===== src/rtl/osr_pkg.sv =====
package osr_pkg;
  typedef enum logic [1:0] {
    MODE_AUTO  = 2'b00,
    MODE_PCM   = 2'b01,
    MODE_DSD   = 2'b10,
    MODE_AUTO2 = 2'b11
  } osr_mode_e;

  typedef struct packed {
    logic bclk;
    logic lr;
    logic dat;
  } osr_pins_t;
endpackage


===== src/rtl/osr_sync.sv =====
module osr_sync #(
  parameter int WIDTH  = 3,
  parameter int STAGES = 2
) (
  input  logic             clk,
  input  logic             rst,
  input  logic [WIDTH-1:0] din,
  output logic [WIDTH-1:0] dout
);
  logic [WIDTH-1:0] stage_q [STAGES];

  always_ff @(posedge clk) begin
    if (rst) stage_q[0] <= '0;
    else     stage_q[0] <= din;
  end

  generate
    for (genvar s = 1; s < STAGES; s++) begin : g_stage
      always_ff @(posedge clk) begin
        if (rst) stage_q[s] <= '0;
        else     stage_q[s] <= stage_q[s-1];
      end
    end
  endgenerate

  assign dout = stage_q[STAGES-1];
endmodule


===== src/rtl/osr_capture.sv =====
module osr_capture #(
  parameter int QUIET_CLKS = 256
) (
  input  logic clk,
  input  logic rst,
  input  logic bclk_s,
  input  logic lr_s,
  input  logic dat_s,
  output logic cap_o,
  output logic cap_lr_o,
  output logic cap_dat_o,
  output logic quiet_o
);
  localparam int IDLE_W = $clog2(QUIET_CLKS + 1);

  logic              bclk_prev_q;
  logic              rise;
  logic [IDLE_W-1:0] idle_q;

  assign rise = bclk_s && !bclk_prev_q;

  always_ff @(posedge clk) begin
    if (rst) begin
      bclk_prev_q <= 1'b0;
      cap_o       <= 1'b0;
      cap_lr_o    <= 1'b0;
      cap_dat_o   <= 1'b0;
      quiet_o     <= 1'b0;
      idle_q      <= IDLE_W'(QUIET_CLKS);
    end else begin
      bclk_prev_q <= bclk_s;
      cap_o       <= rise;
      if (rise) begin
        cap_lr_o  <= lr_s;
        cap_dat_o <= dat_s;
      end
      quiet_o <= !rise && (idle_q == IDLE_W'(QUIET_CLKS - 1));
      if (rise)                              idle_q <= '0;
      else if (idle_q != IDLE_W'(QUIET_CLKS)) idle_q <= idle_q + 1'b1;
    end
  end

  // a capture needs a low sample in between, so two never come back to back
  p_single_capture_r1: assert property (@(posedge clk) disable iff (rst)
    cap_o |=> !cap_o);
endmodule


===== src/rtl/osr_pcm_deser.sv =====
module osr_pcm_deser #(
  parameter int SAMPLE_W = 24
) (
  input  logic                clk,
  input  logic                rst,
  input  logic                flush_i,
  input  logic                cap_i,
  input  logic                lr_i,
  input  logic                dat_i,
  input  logic                en_i,
  output logic [SAMPLE_W-1:0] left_o,
  output logic [SAMPLE_W-1:0] right_o,
  output logic                valid_o
);
  localparam int CNT_W = $clog2(SAMPLE_W + 1);

  logic [SAMPLE_W-1:0] acc_q, acc_nx, aligned, held_q;
  logic [CNT_W-1:0]    cnt_q, cnt_nx;
  logic                prev_lr_q, primed_q, synced_q, have_left_q, lr_edge;

  always_comb begin
    acc_nx = acc_q;
    cnt_nx = cnt_q;
    if (cnt_q < CNT_W'(SAMPLE_W)) begin
      acc_nx = {acc_q[SAMPLE_W-2:0], dat_i};
      cnt_nx = cnt_q + 1'b1;
    end
    aligned = acc_nx << (CNT_W'(SAMPLE_W) - cnt_nx);
    lr_edge = primed_q && (lr_i != prev_lr_q);
  end

  always_ff @(posedge clk) begin
    if (rst || flush_i) begin
      acc_q       <= '0;
      cnt_q       <= '0;
      held_q      <= '0;
      prev_lr_q   <= 1'b0;
      primed_q    <= 1'b0;
      synced_q    <= 1'b0;
      have_left_q <= 1'b0;
      left_o      <= '0;
      right_o     <= '0;
      valid_o     <= 1'b0;
    end else begin
      valid_o <= 1'b0;
      if (cap_i) begin
        prev_lr_q <= lr_i;
        primed_q  <= 1'b1;
        if (lr_edge) begin
          synced_q <= 1'b1;
          acc_q    <= '0;
          cnt_q    <= '0;
          if (synced_q && en_i) begin
            if (!prev_lr_q) begin
              held_q      <= aligned;
              have_left_q <= 1'b1;
            end else if (have_left_q) begin
              left_o      <= held_q;
              right_o     <= aligned;
              valid_o     <= 1'b1;
              have_left_q <= 1'b0;
            end
          end
        end else begin
          acc_q <= acc_nx;
          cnt_q <= cnt_nx;
        end
      end
    end
  end

  // a frame is released only by a capture that sees word-select low
  p_emit_at_left_start_r3: assert property (@(posedge clk) disable iff (rst)
    valid_o |-> ($past(cap_i) && !$past(lr_i)));

  // the bit counter never passes the kept word length
  p_cnt_bound_r4: assert property (@(posedge clk) disable iff (rst)
    cnt_q <= CNT_W'(SAMPLE_W));
endmodule


===== src/rtl/osr_fmt_detect.sv =====
module osr_fmt_detect #(
  parameter int RUN_MIN   = 16,
  parameter int WIN_LEN   = 64,
  parameter int HOLD_WINS = 4
) (
  input  logic clk,
  input  logic rst,
  input  logic cap_i,
  input  logic lr_i,
  output logic is_dsd_o
);
  localparam int RUN_W  = $clog2(RUN_MIN + 1);
  localparam int WIN_W  = $clog2(WIN_LEN);
  localparam int HOLD_W = $clog2(HOLD_WINS + 1);

  logic [RUN_W-1:0]  run_q, run_nx;
  logic [WIN_W-1:0]  win_q;
  logic [HOLD_W-1:0] agree_q;
  logic              prev_lr_q, seen_q, seen_nx, win_end, vote_dsd;

  always_comb begin
    if (lr_i != prev_lr_q)                  run_nx = RUN_W'(1);
    else if (run_q == RUN_W'(RUN_MIN))      run_nx = run_q;
    else                                    run_nx = run_q + 1'b1;
    seen_nx  = seen_q || (run_nx == RUN_W'(RUN_MIN));
    win_end  = cap_i && (win_q == WIN_W'(WIN_LEN - 1));
    vote_dsd = !seen_nx;
  end

  always_ff @(posedge clk) begin
    if (rst) begin
      run_q     <= '0;
      win_q     <= '0;
      agree_q   <= '0;
      prev_lr_q <= 1'b0;
      seen_q    <= 1'b0;
      is_dsd_o  <= 1'b0;
    end else if (cap_i) begin
      prev_lr_q <= lr_i;
      run_q     <= run_nx;
      if (win_end) begin
        win_q  <= '0;
        seen_q <= 1'b0;
        if (vote_dsd != is_dsd_o) begin
          if (agree_q == HOLD_W'(HOLD_WINS - 1)) begin
            is_dsd_o <= vote_dsd;
            agree_q  <= '0;
          end else begin
            agree_q <= agree_q + 1'b1;
          end
        end else begin
          agree_q <= '0;
        end
      end else begin
        win_q  <= win_q + 1'b1;
        seen_q <= seen_nx;
      end
    end
  end

  // the decision moves only on a window boundary
  p_switch_at_window_r7: assert property (@(posedge clk) disable iff (rst)
    ($rose(is_dsd_o) || $fell(is_dsd_o)) |-> $past(win_end));
endmodule


===== src/rtl/osr_audio_rx.sv =====
module osr_audio_rx #(
  parameter int SAMPLE_W    = 24,
  parameter int SYNC_STAGES = 2,
  parameter int QUIET_CLKS  = 256,
  parameter int LR_RUN      = 16,
  parameter int DET_WIN     = 64,
  parameter int DET_HOLD    = 4
) (
  input  logic                clk,
  input  logic                rst,
  input  logic                bclk_i,
  input  logic                lrck_i,
  input  logic                sdat_i,
  input  logic [1:0]          mode_sel_i,
  output logic [SAMPLE_W-1:0] pcm_left_o,
  output logic [SAMPLE_W-1:0] pcm_right_o,
  output logic                pcm_valid_o,
  output logic                dsd_left_o,
  output logic                dsd_right_o,
  output logic                dsd_valid_o,
  output logic                fmt_dsd_o,
  output logic                stream_ok_o
);
  import osr_pkg::*;

  osr_pins_t pins_raw, pins_s;
  osr_mode_e mode_q;
  logic      cap, cap_lr, cap_dat, quiet, det_dsd, active_dsd;

  assign pins_raw = '{bclk: bclk_i, lr: lrck_i, dat: sdat_i};

  osr_sync #(.WIDTH(3), .STAGES(SYNC_STAGES)) u_sync (
    .clk (clk),
    .rst (rst),
    .din (pins_raw),
    .dout(pins_s)
  );

  osr_capture #(.QUIET_CLKS(QUIET_CLKS)) u_capture (
    .clk      (clk),
    .rst      (rst),
    .bclk_s   (pins_s.bclk),
    .lr_s     (pins_s.lr),
    .dat_s    (pins_s.dat),
    .cap_o    (cap),
    .cap_lr_o (cap_lr),
    .cap_dat_o(cap_dat),
    .quiet_o  (quiet)
  );

  osr_fmt_detect #(.RUN_MIN(LR_RUN), .WIN_LEN(DET_WIN), .HOLD_WINS(DET_HOLD)) u_detect (
    .clk     (clk),
    .rst     (rst),
    .cap_i   (cap),
    .lr_i    (cap_lr),
    .is_dsd_o(det_dsd)
  );

  always_ff @(posedge clk) begin
    if (rst) mode_q <= MODE_AUTO;
    else     mode_q <= osr_mode_e'(mode_sel_i);
  end

  always_comb begin
    case (mode_q)
      MODE_PCM: active_dsd = 1'b0;
      MODE_DSD: active_dsd = 1'b1;
      default:  active_dsd = det_dsd;
    endcase
  end

  osr_pcm_deser #(.SAMPLE_W(SAMPLE_W)) u_pcm (
    .clk    (clk),
    .rst    (rst),
    .flush_i(quiet),
    .cap_i  (cap),
    .lr_i   (cap_lr),
    .dat_i  (cap_dat),
    .en_i   (!active_dsd),
    .left_o (pcm_left_o),
    .right_o(pcm_right_o),
    .valid_o(pcm_valid_o)
  );

  always_ff @(posedge clk) begin
    if (rst || quiet) begin
      dsd_left_o  <= 1'b0;
      dsd_right_o <= 1'b0;
      dsd_valid_o <= 1'b0;
    end else begin
      dsd_valid_o <= cap && active_dsd;
      if (cap && active_dsd) begin
        dsd_left_o  <= cap_dat;
        dsd_right_o <= cap_lr;
      end
    end
  end

  always_ff @(posedge clk) begin
    if (rst) begin
      fmt_dsd_o   <= 1'b0;
      stream_ok_o <= 1'b0;
    end else begin
      fmt_dsd_o <= active_dsd;
      if (quiet)                            stream_ok_o <= 1'b0;
      else if (pcm_valid_o || dsd_valid_o)  stream_ok_o <= 1'b1;
    end
  end

  // the two format strobes never pulse together
  p_excl_strobe_r2: assert property (@(posedge clk) disable iff (rst)
    !(pcm_valid_o && dsd_valid_o));

  // every DSD strobe comes from a capture made while DSD was active
  p_dsd_from_capture_r6: assert property (@(posedge clk) disable iff (rst)
    dsd_valid_o |-> ($past(cap) && $past(active_dsd)));

  // a timeout drops the stream flag and clears the data
  p_quiet_clears_r8: assert property (@(posedge clk) disable iff (rst)
    quiet |=> (!stream_ok_o && pcm_left_o == '0 && !dsd_left_o));
endmodule


===== config.mk =====
export PLATFORM = sky130hd
export DESIGN_NAME = osr_audio_rx
export DESIGN_NICKNAME = d
export VERILOG_FILES = /design/src/rtl/osr_pkg.sv /design/src/rtl/osr_sync.sv /design/src/rtl/osr_capture.sv /design/src/rtl/osr_pcm_deser.sv /design/src/rtl/osr_fmt_detect.sv /design/src/rtl/osr_audio_rx.sv
export SDC_FILE = /design/constraint.sdc
export NUM_CORES = 1
export LEC_CHECK = 0
export ABC_AREA = 1
export CAP_MARGIN = 0
export CELL_PAD_IN_SITES_DETAIL_PLACEMENT = 2
export CELL_PAD_IN_SITES_GLOBAL_PLACEMENT = 2
export CORE_MARGIN = 2
export CORE_UTILIZATION = 33
export DETAILED_ROUTE_END_ITERATION = 7
export PLACE_DENSITY_LB_ADDON = 0.1
export RECOVER_POWER = 25
export SYNTH_ARGS = -nofsm -noshare
export SYNTH_HDL_FRONTEND = slang
export SYNTH_HIERARCHICAL = 1
export SYNTH_SLANG_ARGS = --single-unit

===== constraint.sdc =====
create_clock -name clk -period 2.1 [get_ports clk]
set_input_delay 0.21 -clock clk [delete_from_list [all_inputs] [get_ports clk]]
set_output_delay 0.21 -clock clk [all_outputs]
set_load 0.03 [all_outputs]

### Word-level counts from Yosys, hierarchy flattened

Memory sizes are Yosys's and may differ from the RTL's.
Cells that the tools add are included.

* flip-flop bits (word level): 144
* bits in writable memories: 6
* input bits: 7
* logic and storage cells: 98
* memories kept: 1

Memories
* u_sync.stage_q: words 2, bits a word 3, rd ports 2, clocked after Yosys merged registers in 0, wr ports 2, line osr_sync.sv:10 `logic [WIDTH-1:0] stage_q [STAGES];`

* add/sub/neg operators: 6
* magnitude comparators: 1
* eq/ne operators: 11
* shifts and indexed selects: 1
* muxes and demuxes: 20
* bitwise operators: 6
* reductions and logical operators: 23

Operator list (number)
* 2-to-1 mux 24 bit: 2
* << shifter 24 x 5 -> 24 bit: 1
* 2-to-1 mux 5 bit: 4
* 2-to-1 mux 9 bit: 2
* 2-to-1 mux 3 bit: 4
* adder 5 x 1 -> 5 bit (second input constant): 2
* == test 5 bit (second input constant): 2
* adder 9 x 1 -> 9 bit (second input constant): 1
* == test 9 x 8 -> 1 bit (second input constant): 1
* inequality test 9 bit (second input constant): 1
* AND reduction 4 bit: 2
* adder 6 x 1 -> 6 bit (second input constant): 1
* == test 6 bit (second input constant): 1
* logical AND 1 bit: 6
* 2-to-1 mux 1 bit: 6
* 2-to-1 mux 6 bit: 1
* less-than comparator 5 bit (second input constant): 1
* AND reduction 5 bit: 1
* OR reduction 5 bit: 1
* subtractor 5 bit (first input constant): 1
* zero test 1 bit: 4
* NOT 1 bit: 4
* AND reduction 2 bit: 2
* OR reduction 2 bit: 2
* other kinds (10): 15

### Logic depth before layout (Yosys ltp)

* depth after elaboration: 8
* gate-level depth with buffers: 17

### Cells and area by module

The synthesis kept the hierarchy.

Modules (own cells, without submodules)
* osr_pcm_deser: times used 1, cells each 862, area each 5626.6 sq um, seq. area each 2122.0 sq um
* osr_fmt_detect: times used 1, cells each 129, area each 922.1 sq um, seq. area each 340.3 sq um
* osr_capture: times used 1, cells each 92, area each 661.9 sq um, seq. area each 280.3 sq um
* osr_audio_rx: times used 1, cells each 37, area each 285.3 sq um, seq. area each 140.1 sq um
* osr_sync: times used 1, cells each 18, area each 165.2 sq um, seq. area each 120.1 sq um

### Least setup slack after synthesis

Ideal clock, no wire load.

* kind: flip-flop to flip-flop
* from: reg u_pcm.cnt_q[0]
* to: reg u_pcm.right_o[21]
* library setup time: 109 ps
* arrival time: 1713 ps
* required time: 1991 ps
* slack: 278 ps
* cell stages (with the launch flop): 15
* clock period less this slack: 1822 ps
* path through: dfxtp_1 -> ha_1 -> inv_1 -> nand2_1 -> nand2_2 -> nand2_4 -> nand2_4 -> buf_2 -> nand2_1 -> nand3_1 -> nand2_1 -> nand3_1 -> nand3_1 -> nand2_1 -> inv_1

* cells in the longest elaborated chain, start to end: 4

Ends and longest elaborated chain
* from (decl): line osr_pcm_deser.sv:18 `logic [CNT_W-1:0] cnt_q, cnt_nx;`
* from (signal assigned): line osr_pcm_deser.sv:66 `cnt_q <= cnt_nx;`
* adder 5 x 1 -> 5 bit / less-than comparator 5 bit (equally long branches): line osr_pcm_deser.sv:26, osr_pcm_deser.sv:24
* 2-to-1 mux 5 bit: line osr_pcm_deser.sv:24 `if (cnt_q < CNT_W'(SAMPLE_W)) begin`
* subtractor 5 bit: line osr_pcm_deser.sv:28 `aligned = acc_nx << (CNT_W'(SAMPLE_W) - cnt_nx);`
* << shifter 24 x 5 -> 24 bit *: line osr_pcm_deser.sv:28
* to (signal assigned): line osr_pcm_deser.sv:59 `right_o <= aligned;`
* to (decl): line osr_pcm_deser.sv:12 `output logic [SAMPLE_W-1:0] right_o,`

Every way passes the cells marked *; elsewhere a longest branch is shown, timed or not.
A chain may end at the register's enable or synchronous reset.

### Final worst setup path

* from: reg u_pcm.cnt_q[1]
* to: reg u_pcm.held_q[21]

* cells in the longest elaborated chain, start to end: 4

Ends and longest elaborated chain
* adder 5 x 1 -> 5 bit / less-than comparator 5 bit (equally long branches): line osr_pcm_deser.sv:26, osr_pcm_deser.sv:24
* 2-to-1 mux 5 bit: line osr_pcm_deser.sv:24
* subtractor 5 bit: line osr_pcm_deser.sv:28
* << shifter 24 x 5 -> 24 bit *: line osr_pcm_deser.sv:28
* to (signal assigned): line osr_pcm_deser.sv:55 `held_q <= aligned;`
* to (decl): line osr_pcm_deser.sv:17 `logic [SAMPLE_W-1:0] acc_q, acc_nx, aligned, held_q;`

Marks and branches as above.

==> qor.yml <==
floorplanning:
  core_um2: 22700
  io_pins: 61
  initial_core_util_pct: 33.7
  die_x_um: 156
  die_y_um: 156
  design.die.area_um2: 24500
  rows: 55
global_routing:
  grt_pass1_vias: 8529
  antenna_found_initial: 0
  grt-ovfl-total: 0
  grt_usage_pct: 23.7
  grt_pass1_wl_um: 45600
  grt_max_degree: 60
sta:
  clock_skew_ps: 10.4
  fin_ws_ps: -27.6
  timing.fmax_mhz: 470
  min_period_ps: 2130
  hold-worst-slack_ps: 299
  tightest_slew_ps: 896
  maxSlewHeadroom_pct: 40.3
  setup_violations: 1
  report.final.slew_viol_count: 0
  period_share_pct: 101
  finalHoldViolations: 0
  rsz0062_at_grt: "yes"
worst_setup_path:
  r2r.worst_path.cells: 15
  endpoint_kind: "register"
  arrival_ps: 2460
  start_kind: "register"
  cp-endpoint: "u_pcm/held_q[21]$_SDFFE_PP0P_"
  crit_required_ps: 2430
  r2r_start: "u_pcm/cnt_q[1]$_SDFFE_PP0P_"
  crit_fanout: 11
  rr_endpoint: "u_pcm/held_q[21]$_SDFFE_PP0P_"
  reg2reg_slack_ps: -30
  crit_start: "u_pcm/cnt_q[1]$_SDFFE_PP0P_"
  crit_type: "reg -> reg"
cells_and_area:
  final_util_pct: 44.0
  fin_area_um2: 9990
  drive_gt1_share_pct: 17.1
  nNetsFinal: 1241
  seq_area_um2: 3010
  n_antenna_cell: 0
  fillers: 2658
  multi_input_area_um2: 4220
  area_growth_pct: 30.4
synth:
  synth_area_leaders: "dfxtp_1 39%, nand2_1 16%, nand3_1 9.9%, a21oi_1 5.2%, o21ai_0 5.1%"
  avgSynthCellArea_um2: 6.73
  synth_warnings: 6
  syn_nets: 1155
  synth_top_area_share_pct: 39.2
  netlist_area_um2: 7660
  synth_cell_types: 41
  synth-async-reset-ratio_pct: 0
  synth_cells: 1138
  synth-seq-area-share_pct: 39.2
  yosysMostFrequentCell: "nand2_1"
  ys_seq_elements: 150
  yosys-top-cells-count: "324 x nand2_1, 151 x nand3_1, 150 x dfxtp_1"
  synth_edf_count: 0
  ys.flop_type: "dfxtp_1"
  yosysTopAreaCell: "dfxtp_1"
cts:
  root_buffer: "clkbuf_16"
  clkSinkCount: 150
  cts_hold_buf: 0
  cts_buffers: 17
  cts_tree: "yes"
  h-tree-depth: 4
  clk_pin_slew_ps: 70
  clockBufferDepth: 2
  clk_latency_ps: 430
hold_path:
  worstHoldPathType: "in -> reg"
power_and_ir_drop:
  p_leak_nw: 4.27
  power_density_nw_per_um2: 676
  vdd_drop_max_v: 0.000339
place:
  dpl.hpwl_um: 19100
  place_area_um2: 8830
  dpl_worst_slack_ps: -74.8
  port_buffers: 60
  gp_congestion: 0.839
route:
  antenna_left: 0
  wl_um: 30200
  drc: 0
  wire_per_inst_um: 19.9
  vias: 7966
  drt-initial-drc-count: 412
  via_per_inst: 5.23
  firstDrtPassIters: 5
outcome:
  violations: "setup timing"
  status: "finished, violations left"
flow_run:
  max-cap-violations: 0
critical path: stages, from the launching register on:
cell     delay (ps)
dfxtp_2         340
ha_4            280
inv_1            50
nand2_1         100
nand2_4          80
nand2_8         100
nand2_4          70
inv_4            90
buf_12          140
nand2_1         110
nand3_1         130
nand2_1         110
nand3_1         150
nand3_1         130
nand2_1         100
inv_1            50
through the flow:
stage                     TNS (ps)  total power [mW]  instances
final                        -27.6              6.76       1522
after global placement           0              3.51       1475
after floorplan                  0              3.34       1138
after detailed placement      -386              3.52       1475
after CTS                    -1.47              6.79       1512
after global routing         -1640              7.02       1522
routing by layer:
layer	wire, µm	global-route usage (%)
met1	14000	31.1
met2	15000	41.3
met5	0	0
met3	737	3.13
met4	470	5.59
sequential cells by signal (all words and copies together) (netlist names), 5 cells and up:
name              count
u_detect/run_q        5
u_pcm/left_o         24
u_sync/stage_q        6
u_capture/idle_q      9
u_detect/win_q        6
u_pcm/acc_q          24
u_pcm/right_o        24
u_pcm/cnt_q           5
u_pcm/held_q         24
worst min-delay path by stage:
stage,cells after the start,slack [ps],to,startpoint
6_report,3,300,u_sync/stage_q[0][0]$_SDFF_PP0_,sdat_i
5_1_grt,3,310,u_sync/stage_q[0][0]$_SDFF_PP0_,sdat_i
4_1_cts,3,290,u_sync/stage_q[0][0]$_SDFF_PP0_,sdat_i
3_5_place_dp,2,410,u_sync/stage_q[1][2]$_SDFF_PP0_,u_sync/stage_q[0][2]$_SDFF_PP0_
3_3_place_gp,2,400,u_sync/stage_q[1][2]$_SDFF_PP0_,u_sync/stage_q[0][2]$_SDFF_PP0_
2_1_floorplan,1,280,fmt_dsd_o$_SDFF_PP0_,rst
where the power goes:
group | leakage, nW | total (mW) | switching (mW) | internal [mW]
Sequential | 1.21 | 2.91 | 0.0321 | 2.88
Clock | 0.295 | 3.25 | 1.43 | 1.82
Combinational | 2.76 | 0.596 | 0.392 | 0.204
logic make-up after synthesis:
logic type	Yosys count	share of synthesized area [%]
XOR/XNOR	5	0.817
buffers and inverters	168	9.65
flip-flops	150	39.2
AND/OR/NAND/NOR	620	35.7
adder cells (fa/ha/maj)	10	1.63
AO/OA/AOI/OAI	185	13.0
cell type report:
cell class	instances	share of cell area [%]
inverters	107	4.15
well taps	285	3.57
multi-input cells	820	42.2
clock buffers	18	4.30
flip-flops and latches	150	30.2
repair buffers	128	13.7
clock inverters	14	1.88
placed cells by master (no fill, tap or decap), types with 15 or more instances in the layout:
master	synthesis	final
dfxtp_1	150	145
nand3_2	4	42
inv_1	98	99
clkdlybuf4s50_1	0	59
clkbuf_16	0	22
nand3_1	151	112
a21oi_1	80	73
nor2_1	100	97
o21ai_0	78	74
buf_4	11	41
nand2_1	324	314
nand2_2	15	23
o21a_1	15	15
repair_timing:
| item | CTS | global route |
|---|---|---|
| setup buffers | 5 | 5 |
| setup endpoints to repair | 37 | 73 |
| cloned | 0 | 5 |
| pin swaps | 7 | 7 |
| gates resized for setup | 31 | 64 |
(Power assumes the default switching activity.)
